File: src/rtl/field_pkg.sv
package field_pkg;

   typedef enum logic [4:0] {
      ACC_RO, ACC_RW, ACC_RC, ACC_RS, ACC_WRC, ACC_WRS, ACC_WC, ACC_WS,
      ACC_WSRC, ACC_WCRS, ACC_W1C, ACC_W1S, ACC_W1T, ACC_W0C, ACC_W0S,
      ACC_W0T, ACC_W1SRC, ACC_W1CRS, ACC_W0SRC, ACC_W0CRS, ACC_WO,
      ACC_WOC, ACC_WOS, ACC_W1, ACC_WO1
   } acc_e;

   localparam int ACC_COUNT = 25;

   typedef enum logic [3:0] {
      WK_NONE, WK_STORE, WK_CLRALL, WK_SETALL, WK_B1C, WK_B1S, WK_B1T,
      WK_B0C, WK_B0S, WK_B0T, WK_ONCE
   } wkind_e;

   typedef enum logic [1:0] {RK_KEEP, RK_CLR, RK_SET} rkind_e;

   function automatic wkind_e wr_kind(acc_e a);
      case (a)
         ACC_RW, ACC_WRC, ACC_WRS, ACC_WO:     return WK_STORE;
         ACC_WC, ACC_WCRS, ACC_WOC:            return WK_CLRALL;
         ACC_WS, ACC_WSRC, ACC_WOS:            return WK_SETALL;
         ACC_W1C, ACC_W1CRS:                   return WK_B1C;
         ACC_W1S, ACC_W1SRC:                   return WK_B1S;
         ACC_W1T:                              return WK_B1T;
         ACC_W0C, ACC_W0CRS:                   return WK_B0C;
         ACC_W0S, ACC_W0SRC:                   return WK_B0S;
         ACC_W0T:                              return WK_B0T;
         ACC_W1, ACC_WO1:                      return WK_ONCE;
         default:                              return WK_NONE;
      endcase
   endfunction

   function automatic rkind_e rd_kind(acc_e a);
      case (a)
         ACC_RC, ACC_WRC, ACC_WSRC, ACC_W1SRC, ACC_W0SRC: return RK_CLR;
         ACC_RS, ACC_WRS, ACC_WCRS, ACC_W1CRS, ACC_W0CRS: return RK_SET;
         default:                                         return RK_KEEP;
      endcase
   endfunction

   function automatic logic is_wonly(acc_e a);
      return (a == ACC_WO) || (a == ACC_WOC) || (a == ACC_WOS) || (a == ACC_WO1);
   endfunction

   function automatic logic takes_hw_set(acc_e a);
      return (a == ACC_RC) || (a == ACC_WC) || (a == ACC_W1C) ||
             (a == ACC_W0C) || (a == ACC_WOC);
   endfunction

   function automatic logic takes_hw_clr(acc_e a);
      return (a == ACC_RS) || (a == ACC_WS) || (a == ACC_W1S) ||
             (a == ACC_W0S) || (a == ACC_WOS);
   endfunction

endpackage

File: src/rtl/field_wr_eff.sv
module field_wr_eff
   import field_pkg::*;
#(
   parameter int     WIDTH = 8,
   parameter wkind_e KIND  = WK_STORE
) (
   input  logic [WIDTH-1:0] cur,
   input  logic [WIDTH-1:0] wd,
   input  logic             we,
   input  logic             once_open,
   output logic [WIDTH-1:0] nxt
);

   always_comb begin
      nxt = cur;
      if (we) begin
         case (KIND)
            WK_STORE:  nxt = wd;
            WK_CLRALL: nxt = '0;
            WK_SETALL: nxt = '1;
            WK_B1C:    nxt = cur & ~wd;
            WK_B1S:    nxt = cur | wd;
            WK_B1T:    nxt = cur ^ wd;
            WK_B0C:    nxt = cur & wd;
            WK_B0S:    nxt = cur | ~wd;
            WK_B0T:    nxt = cur ^ ~wd;
            WK_ONCE:   nxt = once_open ? wd : cur;
            default:   nxt = cur;
         endcase
      end
   end

endmodule

File: src/rtl/field_rd_eff.sv
module field_rd_eff
   import field_pkg::*;
#(
   parameter int     WIDTH = 8,
   parameter rkind_e KIND  = RK_KEEP
) (
   input  logic [WIDTH-1:0] cur,
   input  logic             re,
   output logic [WIDTH-1:0] nxt
);

   always_comb begin
      nxt = cur;
      if (re) begin
         case (KIND)
            RK_CLR:  nxt = '0;
            RK_SET:  nxt = '1;
            default: nxt = cur;
         endcase
      end
   end

endmodule

File: src/rtl/field_once.sv
module field_once (
   input  logic clk,
   input  logic hrst_n,
   input  logic take,
   output logic open
);

   logic used_q;

   always_ff @(posedge clk or negedge hrst_n) begin
      if (!hrst_n)   used_q <= 1'b0;
      else if (take) used_q <= 1'b1;
   end

   assign open = ~used_q;

endmodule

File: src/rtl/field_reg.sv
module field_reg
   import field_pkg::*;
#(
   parameter int               WIDTH     = 8,
   parameter acc_e             ACC       = ACC_RW,
   parameter logic [WIDTH-1:0] RESET_VAL = '0
) (
   input  logic             clk,
   input  logic             hrst_n,
   input  logic             srst,
   input  logic             wr_en,
   input  logic [WIDTH-1:0] wr_data,
   input  logic             rd_en,
   output logic [WIDTH-1:0] rd_data,
   output logic             rd_err,
   input  logic [WIDTH-1:0] hw_val,
   input  logic [WIDTH-1:0] hw_set,
   input  logic [WIDTH-1:0] hw_clr,
   output logic [WIDTH-1:0] fld_q
);

   localparam wkind_e WKIND   = wr_kind(ACC);
   localparam rkind_e RKIND   = rd_kind(ACC);
   localparam logic   WONLY   = is_wonly(ACC);
   localparam logic   HWSET   = takes_hw_set(ACC);
   localparam logic   HWCLR   = takes_hw_clr(ACC);
   localparam logic   LIVE_RO = (ACC == ACC_RO);

   generate
      if (WIDTH < 1) begin : g_bad_width
         $error("field_reg: WIDTH must be at least 1");
      end
   endgenerate

   logic [WIDTH-1:0] q;
   logic [WIDTH-1:0] after_wr;
   logic [WIDTH-1:0] after_rd;
   logic [WIDTH-1:0] set_eff;
   logic [WIDTH-1:0] clr_eff;
   logic [WIDTH-1:0] nxt;
   logic             once_open;

   generate
      if (WKIND == WK_ONCE) begin : g_once
         field_once u_once (
            .clk    (clk),
            .hrst_n (hrst_n),
            .take   (wr_en & ~srst),
            .open   (once_open)
         );
      end else begin : g_no_once
         assign once_open = 1'b0;
      end
   endgenerate

   field_wr_eff #(.WIDTH(WIDTH), .KIND(WKIND)) u_wr (
      .cur       (q),
      .wd        (wr_data),
      .we        (wr_en),
      .once_open (once_open),
      .nxt       (after_wr)
   );

   field_rd_eff #(.WIDTH(WIDTH), .KIND(RKIND)) u_rd (
      .cur (after_wr),
      .re  (rd_en),
      .nxt (after_rd)
   );

   assign set_eff = HWSET ? hw_set : '0;
   assign clr_eff = HWCLR ? hw_clr : '0;

   always_comb begin
      if (srst) nxt = RESET_VAL;
      else      nxt = (after_rd | set_eff) & ~clr_eff;
   end

   always_ff @(posedge clk or negedge hrst_n) begin
      if (!hrst_n) q <= RESET_VAL;
      else         q <= nxt;
   end

   assign fld_q   = LIVE_RO ? hw_val : q;
   assign rd_data = WONLY ? '0 : fld_q;
   assign rd_err  = WONLY & rd_en;

endmodule

File: config.mk
export PLATFORM = sky130hd
export DESIGN_NAME = field_reg
export DESIGN_NICKNAME = d
export VERILOG_FILES = /design/src/rtl/field_pkg.sv /design/src/rtl/field_wr_eff.sv /design/src/rtl/field_rd_eff.sv /design/src/rtl/field_once.sv /design/src/rtl/field_reg.sv
export SDC_FILE = /design/constraint.sdc
export NUM_CORES = 1
export LEC_CHECK = 0
export ABC_AREA = 1
export CORE_MARGIN = 2
export CORE_UTILIZATION = 24
export CTS_BUF_LIST = sky130_fd_sc_hd__clkbuf_16
export CTS_CLUSTER_DIAMETER = 200
export DETAILED_ROUTE_END_ITERATION = 7
export PLACE_DENSITY_LB_ADDON = 0.12
export SYNTH_ARGS = -nofsm -noshare
export SYNTH_HDL_FRONTEND = slang
export SYNTH_SLANG_ARGS = --single-unit
export TNS_END_PERCENT = 5
File: constraint.sdc
create_clock -name clk -period 0.8 [get_ports clk]
set_input_delay 0.16 -clock clk [delete_from_list [all_inputs] [get_ports clk]]
set_output_delay 0.16 -clock clk [all_outputs]
set_load 0.05 [all_outputs]
== Word level (Yosys, flattened, before mapping) ==
Cells that the tools add are included.
Operators by class
  multiplexer cells: 2
  reductions and logical operators: 1
Operators with widths (number)
  2-to-1 mux 8 bit: 2
  nonzero test 2 bit: 1
Word-level totals
  flip-flop bits (word level): 8
  word-level logic and storage cells: 4
  input bits: 37

== Longest topological paths before layout ==
  depth in word-level cells: 2
  depth in mapped cells: 4
  gate-level depth less buffers: 3

== Modules after synthesis ==
A second synthesis with hierarchy kept.
Second synthesis, totals
  cells, all modules: 69
  area total of the unflattened synthesis: 508.0 sq um
By module, submodules not included
  field_reg: cells an instance 35, times used 1, area each 342.8 sq um
  field_wr_eff: cells an instance 26, times used 1, area each 105.1 sq um
  field_rd_eff: cells an instance 8, times used 1, area each 60.1 sq um

== Least setup slack after synthesis ==
No wires, ideal clock.
  path kind: reg2out
  start: register q[0], in the netlist fld_q[0]
  end: output rd_data[0]
  stages on the path, launching flop included: 2
  buffers on the path: 1
  data arrival time: 0.904 ns
  data required time: 0.640 ns
  path slack: -0.264 ns
  cell sequence: dfrtp_1 buf_4
RTL lines
  start, declared: line field_reg.sv:35  | logic [WIDTH-1:0] q;
  start signal, assigned: line field_reg.sv:80  | else q <= nxt;
  end, declared: line field_reg.sv:14  | output logic [WIDTH-1:0] rd_data,
No word-level cell between the ends.

== Worst setup path in the final report ==
  start: register q[2], in the netlist fld_q[2]
  end: output fld_q[2]
RTL lines
  end, declared: line field_reg.sv:19  | output logic [WIDTH-1:0] fld_q
No word-level cell between the ends.

==> results.tsv <==
metric	value	unit
drive_above_1_share	0.4545	
gr-usage-met2	0.1629	
fin_skew	0	ns
min_period	1.003	ns
synthDistinctLibCells	8	
cts_root_buf	clkbuf_16	
fill_cells	134	
post_cts_buffers	0	
power	0.001790	W
track_usage	0.1118	
vias	341	
cp-end-kind	primary output	
diodes	0	
drt_pass1_iterations	2	
ioPinCount	54	
cts_tree	built	
antenna_found_initial	0	
path_buf_inv	1	
finalSetupViolCount	16	
hpwl	747.9	µm
worstSetupStartpointType	flip-flop	
drv_cap	0	
path_cells	buf_12	
ys_seq_elements	8	
yosysTopAreaCell	dfrtp_1	
dieArea	2039	µm²
crit_fanout	3	
place_inst	79	
synth-seq-area-share	0.4923	
final_area	880.8	µm²
clock_latency	0.23	ns
hold-worst-slack	0.2142	ns
nets	105	
hold_viol_final	0	
synthTopCellsByArea	dfrtp_1 (49%), buf_4 (17%), nand2_1 (15%)	
post-route-util	0.5714	
met3_usage	0.04000	
initial_core_util	0.2638	
cts_sinks	8	
crit_family	flip-flops	
core	1541	µm²
worstPathArrival	0.84	ns
via_per_inst	4.159	
largest_reg_flops	8	
peakVddDrop	1.305	mV
cts_buffer_depth	2	
crit_required	0.64	ns
fmax	997.4	MHz
wire_per_inst	10.93	µm
grt_max_degree	10	
crit_slowest_cell	dfrtp_2	
post_synth_inst_count	45	
first_global_vias	316	
row_count	14	
h-tree-depth	1	
rsz0062_at_grt	yes	
hold_class	in -> async	
use_met1	0.1241	
drv_slew	0	
path_clk_slew	0.04	ns
critPathMaxStageDelay	0.45	ns
stdcell_count	82	
area_delta_synth_final	116.6	%
synth_area_per_cell	9.036	µm²
crit_type	reg -> out	
drtIter0Drc	1	
powerDensity	2032	nW/µm²
post_dp_cell_area	808.3	µm²
drc	0	
syn-cell-area	406.6	µm²
yosysWarnings	0	
grt_busiest_layer	met2	
status	finished with violations	
syn_nets	82	
drtAntennaViolNets	0	
finalCritPeriodShare	1.253	
grt_pass1_wl	1490	µm
violations	setup timing	
portBuffers	27	
cts_made_buffers	3	
setup_slack	-0.2026	ns
leakagePower	0.4080	nW
gp_congestion	0.6954	
synth_top_area_frac	0.4923	
globalRouteOverflowTotal	0	
fp.dieW	45.16	µm
die_h	45.16	µm
routed_wl	896	µm
path summary, 6_finish.rpt:
kind                                from       end  slack (ns)  cells past startpoint
worst max-delay path            fld_q[2]  fld_q[2]       -0.20                      1
worst min-delay path              hrst_n  fld_q[1]        0.21                      1
worst max register to register  fld_q[2]  fld_q[2]        0.12                      2
worst min register to register  fld_q[5]  fld_q[5]        0.55                      2
max in group asynchronous         hrst_n  fld_q[7]        0.29                      1
min in group clk                    srst  fld_q[4]        0.46                      4
cell usage in the layout, fill, tap and decap left out, drive strengths merged:
cell type,instances
clkbuf,3
nand3,8
buf,17
nand2,16
conb,1
dfrtp,8
inv,1
clkdlybuf4s50,9
nor2,1
dlygate4sd2,2
synth_stat cells:
cell type	instances
dfrtp_1	8
inv_2	1
nor2_8	1
buf_6	1
conb_1	1
nand3_1	8
buf_4	9
nand2_1	16
power breakdown:
| group | internal (W) | switching (W) |
|---|---|---|
| clock | 0.000644 | 0.000188 |
| sequential | 0.000434 | 0.0000435 |
| combinational | 0.000239 | 0.000241 |
metrics by stage:
stage	setup TNS (ns)	setup WS (ns)
2_1_floorplan	-0.5285	-0.06606
3_3_place_gp	-2.535	-0.3226
3_5_place_dp	-2.629	-0.3337
4_1_cts	-3.138	-0.2059
5_1_grt	-3.314	-0.2177
6_report	-3.043	-0.2026
metal layers:
layer / up-vias / share of wire / wire length (µm)
met3: 4 / 0.066 / 59
li1: 174 / - / -
met5: - / 0 / 0
met1: 147 / 0.36 / 319
met4: 0 / 0.031 / 28
met2: 16 / 0.54 / 487
cell type report:
| cell class | count | area (µm²) | area share |
|---|---|---|---|
| Timing Repair Buffer | 28 | 447.9 | 0.5085 |
| Tap cell | 16 | 20.02 | 0.02273 |
| Clock buffer | 3 | 75.07 | 0.08523 |
| Inverter | 1 | 3.754 | 0.004261 |
| Multi-Input combinational cell | 26 | 123.9 | 0.1406 |
| Sequential cell | 8 | 210.2 | 0.2386 |
cells by family after synthesis:
kind of cell / count (synthesis) / synth area share
buffers and inverters: 11 / 0.2031
DFF: 8 / 0.4923
and+or+nand+nor: 25 / 0.2954
other: 1 / 0.009222
what timing repair did:
action / CTS / global route
resized for setup: 2 / 0
endpoints found under the hold margin: 0 / 0
setup endpoints to repair: 24 / 16
hold buffers: 0 / 0
(Power assumes the default switching activity.)
